===== config.mk =====
export PLATFORM = sky130hd
export DESIGN_NAME = wmiss_alloc_seq
export DESIGN_NICKNAME = d
export VERILOG_FILES = /design/src/rtl/wmas_pkg.sv /design/src/rtl/wmas_bus_side.sv /design/src/rtl/wmas_cpu_side.sv /design/src/rtl/wmiss_alloc_seq.sv
export SDC_FILE = /design/constraint.sdc
export NUM_CORES = 1
export LEC_CHECK = 0
export ABC_AREA = 0
export BUFFER_PORTS_ARGS = -buffer_cell sky130_fd_sc_hd__buf_2
export CELL_PAD_IN_SITES_DETAIL_PLACEMENT = 0
export CELL_PAD_IN_SITES_GLOBAL_PLACEMENT = 1
export CORE_UTILIZATION = 40
export CTS_CLUSTER_DIAMETER = 120
export CTS_CLUSTER_SIZE = 28
export DETAILED_ROUTE_END_ITERATION = 7
export PLACE_DENSITY = 0.78
export SETUP_SLACK_MARGIN = 0.2
export SYNTH_ARGS = -nofsm -noshare
export SYNTH_HDL_FRONTEND = slang
export SYNTH_HIERARCHICAL = 1
export SYNTH_SLANG_ARGS = --single-unit

===== constraint.sdc =====
create_clock -name clk -period 2.4 [get_ports clk]
set_input_delay 0.36 -clock clk [delete_from_list [all_inputs] [get_ports clk]]
set_output_delay 0.36 -clock clk [all_outputs]
set_load 0.005 [all_outputs]

===== src/rtl/wmas_pkg.sv =====
package wmas_pkg;

    typedef enum logic [2:0] {
        C_IDLE,
        C_TURN,
        C_LOOKUP,
        C_HOLD,
        C_FINISH,
        C_LATE_RDY
    } cpu_st_e;

    typedef enum logic [2:0] {
        B_IDLE,
        B_WT_REQ,
        B_RESOLVE,
        B_FILL_REQ,
        B_WAIT_GNT,
        B_WAIT_DONE
    } bus_st_e;

endpackage


===== src/rtl/wmas_bus_side.sv =====
module wmas_bus_side
    import wmas_pkg::*;
(
    input  logic clk,
    input  logic rst_n,
    input  logic start,
    input  logic mb_free,
    input  logic mb_win,
    input  logic mb_alloc_ok,
    input  logic mb_grant,
    input  logic mb_done,
    output logic mb_req,
    output logic mb_req_fill,
    output logic mb_rdy_self,
    output logic mb_alloc_may,
    output logic dp_alloc_pulse,
    output logic bus_idle,
    output logic alloc_granted
);

    bus_st_e st_q, st_d;

    always_ff @(posedge clk or negedge rst_n) begin
        if (!rst_n) st_q <= B_IDLE;
        else        st_q <= st_d;
    end

    always_comb begin
        st_d = st_q;
        unique case (st_q)
            B_IDLE:      if (start)    st_d = B_WT_REQ;
            B_WT_REQ:    if (mb_free)  st_d = B_RESOLVE;
            B_RESOLVE:   if (mb_win)   st_d = mb_alloc_ok ? B_FILL_REQ : B_IDLE;
            B_FILL_REQ:  if (mb_free)  st_d = B_WAIT_GNT;
            B_WAIT_GNT:  if (mb_grant) st_d = B_WAIT_DONE;
            B_WAIT_DONE: if (mb_done)  st_d = B_IDLE;
            default:                   st_d = B_IDLE;
        endcase
    end

    always_comb begin
        mb_req         = (st_q == B_WT_REQ) || (st_q == B_FILL_REQ);
        mb_req_fill    = (st_q == B_FILL_REQ);
        mb_rdy_self    = (st_q == B_WT_REQ);
        mb_alloc_may   = (st_q == B_WT_REQ);
        dp_alloc_pulse = (st_q == B_RESOLVE) && mb_win && mb_alloc_ok;
        bus_idle       = (st_q == B_IDLE);
        alloc_granted  = (st_q == B_WAIT_DONE);
    end

endmodule


===== src/rtl/wmas_cpu_side.sv =====
module wmas_cpu_side
    import wmas_pkg::*;
#(
    parameter int unsigned WAR_WAIT = 1
) (
    input  logic clk,
    input  logic rst_n,
    input  logic cpu_req,
    input  logic cpu_wr,
    input  logic lkup_hit,
    input  logic bus_idle,
    input  logic alloc_granted,
    input  logic mb_done,
    output logic cpu_next_addr,
    output logic cpu_rdy,
    output logic start
);

    localparam int unsigned TCW       = (WAR_WAIT > 1) ? $clog2(WAR_WAIT) : 1;
    localparam int unsigned TURN_LAST = (WAR_WAIT > 0) ? WAR_WAIT - 1 : 0;
    localparam bit          USE_TURN  = (WAR_WAIT != 0);

    cpu_st_e        st_q, st_d;
    logic           wr_q;
    logic           rd_done_q;
    logic [TCW-1:0] turn_cnt_q;
    logic           read_rdy;
    cpu_st_e        miss_next;

    // where a write miss goes when the bus side may be busy
    always_comb begin
        if (bus_idle)                      miss_next = C_IDLE;
        else if (alloc_granted && mb_done) miss_next = C_LATE_RDY;
        else if (alloc_granted)            miss_next = C_FINISH;
        else                               miss_next = C_HOLD;
    end

    always_ff @(posedge clk or negedge rst_n) begin
        if (!rst_n) begin
            st_q       <= C_IDLE;
            wr_q       <= 1'b0;
            rd_done_q  <= 1'b0;
            turn_cnt_q <= '0;
        end else begin
            st_q      <= st_d;
            rd_done_q <= read_rdy;
            if (st_q == C_IDLE && cpu_req) wr_q <= cpu_wr;
            if (st_q == C_TURN) turn_cnt_q <= turn_cnt_q + 1'b1;
            else                turn_cnt_q <= '0;
        end
    end

    always_comb begin
        st_d = st_q;
        unique case (st_q)
            C_IDLE: begin
                if (cpu_req)
                    st_d = (USE_TURN && cpu_wr && rd_done_q) ? C_TURN : C_LOOKUP;
            end
            C_TURN: begin
                if (turn_cnt_q == TCW'(TURN_LAST)) st_d = C_LOOKUP;
            end
            C_LOOKUP: begin
                if (wr_q && !lkup_hit) st_d = miss_next;
                else                   st_d = C_IDLE;
            end
            C_HOLD:     st_d = miss_next;
            C_FINISH:   if (mb_done) st_d = C_LATE_RDY;
            C_LATE_RDY: st_d = C_IDLE;
            default:    st_d = C_IDLE;
        endcase
    end

    always_comb begin
        cpu_next_addr = (st_q == C_LOOKUP);
        read_rdy      = (st_q == C_LOOKUP) && !wr_q && lkup_hit;
        start         = ((st_q == C_LOOKUP) && wr_q && !lkup_hit && bus_idle)
                      || ((st_q == C_HOLD) && bus_idle);
        cpu_rdy       = ((st_q == C_LOOKUP) && (lkup_hit || (wr_q && bus_idle)))
                      || ((st_q == C_HOLD) && bus_idle)
                      || (st_q == C_LATE_RDY);
    end

endmodule


===== src/rtl/wmiss_alloc_seq.sv =====
module wmiss_alloc_seq #(
    parameter int unsigned WAR_WAIT = 1
) (
    input  logic clk,
    input  logic rst_n,
    input  logic cpu_req,
    input  logic cpu_wr,
    input  logic lkup_hit,
    output logic cpu_next_addr,
    output logic cpu_rdy,
    output logic dp_mem_cycle,
    output logic dp_alloc_pulse,
    output logic mb_req,
    output logic mb_req_fill,
    output logic mb_rdy_self,
    output logic mb_alloc_may,
    input  logic mb_free,
    input  logic mb_win,
    input  logic mb_alloc_ok,
    input  logic mb_grant,
    input  logic mb_done
);

    logic start;
    logic bus_idle;
    logic alloc_granted;

    wmas_cpu_side #(.WAR_WAIT(WAR_WAIT)) cpu_i (
        .clk           (clk),
        .rst_n         (rst_n),
        .cpu_req       (cpu_req),
        .cpu_wr        (cpu_wr),
        .lkup_hit      (lkup_hit),
        .bus_idle      (bus_idle),
        .alloc_granted (alloc_granted),
        .mb_done       (mb_done),
        .cpu_next_addr (cpu_next_addr),
        .cpu_rdy       (cpu_rdy),
        .start         (start)
    );

    wmas_bus_side bus_i (
        .clk            (clk),
        .rst_n          (rst_n),
        .start          (start),
        .mb_free        (mb_free),
        .mb_win         (mb_win),
        .mb_alloc_ok    (mb_alloc_ok),
        .mb_grant       (mb_grant),
        .mb_done        (mb_done),
        .mb_req         (mb_req),
        .mb_req_fill    (mb_req_fill),
        .mb_rdy_self    (mb_rdy_self),
        .mb_alloc_may   (mb_alloc_may),
        .dp_alloc_pulse (dp_alloc_pulse),
        .bus_idle       (bus_idle),
        .alloc_granted  (alloc_granted)
    );

    assign dp_mem_cycle = start;

endmodule


==> results_tabular.tex <==
\begin{tabular}{lr}
\hline
Metric & Value \\
\hline
\multicolumn{2}{l}{\textbf{Run status}} \\
\quad Status & finished clean \\
\multicolumn{2}{l}{\textbf{Die}} \\
\quad Placeable core region & 1540 um\^{}2 \\
\quad Die boundary height & 43.0 um \\
\quad Effective utilization at floorplan & 43.6\% \\
\quad Placement Rows & 14 \\
\quad I/O pin cnt & 18 \\
\quad Die footprint & 1850 um\^{}2 \\
\quad X dimension of the die & 43.0 um \\
\multicolumn{2}{l}{\textbf{Worst hold path}} \\
\quad Classification of the worst-slack hold path & in -> reg \\
\multicolumn{2}{l}{\textbf{Clock network}} \\
\quad CTS Root Buffer Type & sky130\_fd\_sc\_hd\_\_clkbuf\_4 \\
\quad Insertion delay of the later-clocked pin in the worst-skew pair & 0.26 ns \\
\quad Reg clk slew, reported paths & 0.06 ns \\
\quad TritonCTS clock tree & built \\
\quad Num CTS Buffers & 3 \\
\quad H-tree lvl count & 1 \\
\quad Clock Sinks & 9 \\
\quad Maximum clock path buffer count & 2 \\
\quad Total of cells resized after clock tree synthesis & 0 \\
\quad Buffer count from post-CTS setup fixing & 0 \\
\quad Count of hold-fix buffers inserted at cts & 1 \\
\multicolumn{2}{l}{\textbf{Place}} \\
\quad Final weighted congestion of routability-driven global placement & 0.770 \\
\quad Number of placed instances with taps included & 101 \\
\quad Setup Slack @ Placement & 0.750 ns \\
\quad Half-perimeter wire length after placement & 980 um \\
\quad \# port buffers & 17 \\
\multicolumn{2}{l}{\textbf{Critical path}} \\
\quad Required time at the endpoint of the critical path & 2.04 ns \\
\quad Type of destination of the critical path & primary output \\
\quad Arrival time of data at the critical path endpoint & 1.58 ns \\
\quad Cell Chain, Critical Path & nor3\_1 > o21a\_1 > a21oi\_1 > o21ai\_1 > buf\_2 \\
\quad Startpoint type of the worst setup path & register \\
\quad Worst stage delay on the critical path & 0.48 ns \\
\quad Critical Path Fanout Max & 9 \\
\quad Critical path start-end classification & reg -> out \\
\quad Cell with the largest stage delay on the worst path & sky130\_fd\_sc\_hd\_\_dfrtp\_1 \\
\multicolumn{2}{l}{\textbf{Timing}} \\
\quad Least-Margin Pin Slew & 0.479 ns \\
\quad Final Critical Period & 1.94 ns \\
\quad Final number of max-transition violations & 0 \\
\quad Final period utilization & 80.9\% \\
\quad Setup repair after global routing missed its margin & false \\
\quad Total negative setup slack & 0 ns \\
\quad Highest Clock Rate & 515 MHz \\
\quad Final-report setup violation count & 0 \\
\quad Hold Violations, Final & 0 \\
\quad Max\_slew headroom & 68.0\% \\
\quad Final worst-path setup slack & 0.459 ns \\
\quad Worst Hold Margin & 0.370 ns \\
\quad Worst clock skew & 0.00520 ns \\
\multicolumn{2}{l}{\textbf{Logic synthesis}} \\
\quad Synth unique cells & 38 \\
\quad Post-synth EDFFs & 0 \\
\quad Synthesized Nets & 83 \\
\quad Synth area leaders & sky130\_fd\_sc\_hd\_\_dfrtp\_1 34\%, sky130\_fd\_sc\_hd\_\_buf\_6 6.7\%, sky130\_fd\_sc\_hd\_\_nand2\_1 3.4\% \\
\quad Count of mapped cells out of synthesis & 73 \\
\quad Area share of the leading cell type in the synthesized netlist & 33.5\% \\
\quad Yosys warnings & 6 \\
\quad Syn Std Cell Area & 672 um\^{}2 \\
\quad Mean instance size in the synthesized netlist & 9.20 um\^{}2 \\
\quad Most numerous cell in the Yosys netlist & sky130\_fd\_sc\_hd\_\_dfrtp\_1 \\
\quad Total of flip-flops plus latches after synthesis & 9 \\
\quad Top cells by instance count after synthesis & 9 x sky130\_fd\_sc\_hd\_\_dfrtp\_1, 6 x sky130\_fd\_sc\_hd\_\_nand2\_1, 6 x sky130\_fd\_sc\_hd\_\_nor2\_1 \\
\quad Sequential-to-total area share from yosys stat & 33.5\% \\
\quad Ys async rst share & 100\% \\
\quad Main synth FF type & sky130\_fd\_sc\_hd\_\_dfrtp\_1 \\
\quad Cell taking the most area after synthesis & sky130\_fd\_sc\_hd\_\_dfrtp\_1 \\
\multicolumn{2}{l}{\textbf{Finish}} \\
\quad Non-filler instance count after layout & 106 \\
\quad Fraction of final layout cells sized beyond drive strength 1 & 35.6\% \\
\quad Number of diodes & 0 \\
\quad Net count reported at finish & 101 \\
\quad Area growth syn-to-layout & 13.4\% \\
\multicolumn{2}{l}{\textbf{Global route}} \\
\quad Met1 Resource Use GR & 24.5\% \\
\quad Gr busiest metal & met1 \\
\quad Global-route usage over all layers & 16.4\% \\
\quad Wire length of the first global-routing pass & 2.29 mm \\
\quad Number of global-route vias before repair & 505 \\
\quad Antenna violations before repair & 0 \\
\quad Met2 Resource Use GR & 22.1\% \\
\quad Global-route met3 utilization & 5.11\% \\
\quad Total gr overflow & 0 \\
\quad Largest net degree at the start of global routing & 18 \\
\multicolumn{2}{l}{\textbf{Route}} \\
\quad Detailed Routing Iterations Pass 1 & 4 \\
\quad Final routed DRC violation total & 0 \\
\quad DR vias/cell & 5.19 \\
\quad Number of violations reported at the end of detailed-routing iteration 0 & 7 \\
\quad Average wire per cell in the routed design & 12.0 um \\
\quad Via Count & 550 \\
\quad Total length of routed wires & 1.27 mm \\
\quad Post-route antenna net violation count & 0 \\
\multicolumn{2}{l}{\textbf{Flow run}} \\
\quad Max-cap viol count & 0 \\
\multicolumn{2}{l}{\textbf{Pwr}} \\
\quad Power density of the placed cells & 934 nW/um\^{}2 \\
\quad Sequential group share of total power & 39.8\% \\
\quad Combinational fraction of design power & 43.8\% \\
\quad Peak VDD IR & 0.477 mV \\
\quad LEAKAGE & 0.373 nW \\
\quad Cell internal pwr & 425 uW \\
\quad Total design power & 712 uW \\
\quad Clock group share of total power & 16.3\% \\
\quad Fraction of power spent switching nets & 40.3\% \\
\quad Switching component of the power & 286 uW \\
\hline
\end{tabular}
==> power by group through the flow <==
| stage | logic [mW] | registers (mW) | clock network, mW |
|---|---|---|---|
| finish | 0.312 | 0.284 | 0.116 |
| CTS | 0.315 | 0.283 | 0.120 |
| global route | 0.349 | 0.294 | 0.131 |
| global placement | 0.312 | 0.285 | 0 |
| detailed placement | 0.311 | 0.286 | 0 |
| floorplan | 0.309 | 0.233 | 0 |
==> metrics by stage <==
stage / cell area, um^2 / util, %
after floorplan: 672 / -
after global placement: 724 / 47.0
after detailed placement: 724 / 47.0
after CTS: 762 / 49.4
after global routing: 762 / 49.4
final: 762 / 49.4
==> layout make-up <==
class                           count  area (um^2)
Fill cell                         162          779
Multi-Input combinational cell     54          375
Sequential cell                     9          225
Timing Repair Buffer               18         95.1
Clock buffer                        3         22.5
Tap cell                           16         20.0
Inverter                            5         18.8
Clock inverter                      1         5.00
==> worst max-delay path, delay by kind of cell, from the launching register on <==
kind | cells | cell delay [ns]
flops | 1 | 0.48
compound gates | 3 | 0.33
buf+inv | 1 | 0.12
simple gates | 1 | 0.39
==> final timing paths <==
check                                 start               end  slack [ns]  cells past startpoint
hold / removal                      mb_free     bus_i/st_q[2]        0.37                      2
setup reg to reg              bus_i/st_q[0]     bus_i/st_q[0]        0.77                      5
setup / recovery              bus_i/st_q[0]           cpu_rdy        0.46                      5
max in group asynchronous             rst_n        cpu_i/wr_q        1.75                      2
hold reg to reg            cpu_i/turn_cnt_q  cpu_i/turn_cnt_q        0.49                      1
min in group asynchronous             rst_n     cpu_i/st_q[0]        0.47                      2
==> layer usage <==
metal / vias up / part of all wire [%]
met4: 0 / 0.78
met3: 2 / 2.4
met2: 9 / 43
met5: - / 0
met1: 245 / 54
li1: 294 / -
==> flip-flops by register name, indices dropped and copies added (netlist names) <==
name / flops
cpu_i/wr_q: 1
cpu_i/turn_cnt_q: 1
cpu_i/rd_done_q: 1
cpu_i/st_q: 3
bus_i/st_q: 3
==> layout by cell type (no fill, tap or decap), types with 3 or more instances in the layout <==
master | synthesis | layout
sky130_fd_sc_hd__nand2_1 | 6 | 6
sky130_fd_sc_hd__inv_1 | 3 | 3
sky130_fd_sc_hd__buf_2 | 0 | 17
sky130_fd_sc_hd__dfrtp_1 | 9 | 9
sky130_fd_sc_hd__nor2_1 | 6 | 6
sky130_fd_sc_hd__o21ai_0 | 3 | 3
sky130_fd_sc_hd__nand2b_1 | 3 | 3
sky130_fd_sc_hd__clkbuf_4 | 0 | 3
==> logic make-up after synthesis <==
kind of cell              synth area share (%)
DFF                                       33.5
muxes                                     3.72
xor gates and xnor gates                  1.30
and+or+nand+nor                           29.4
AOI/OAI and AO/OA                         21.4
buffers and inverters                     10.6
(Power assumes the default switching activity.)
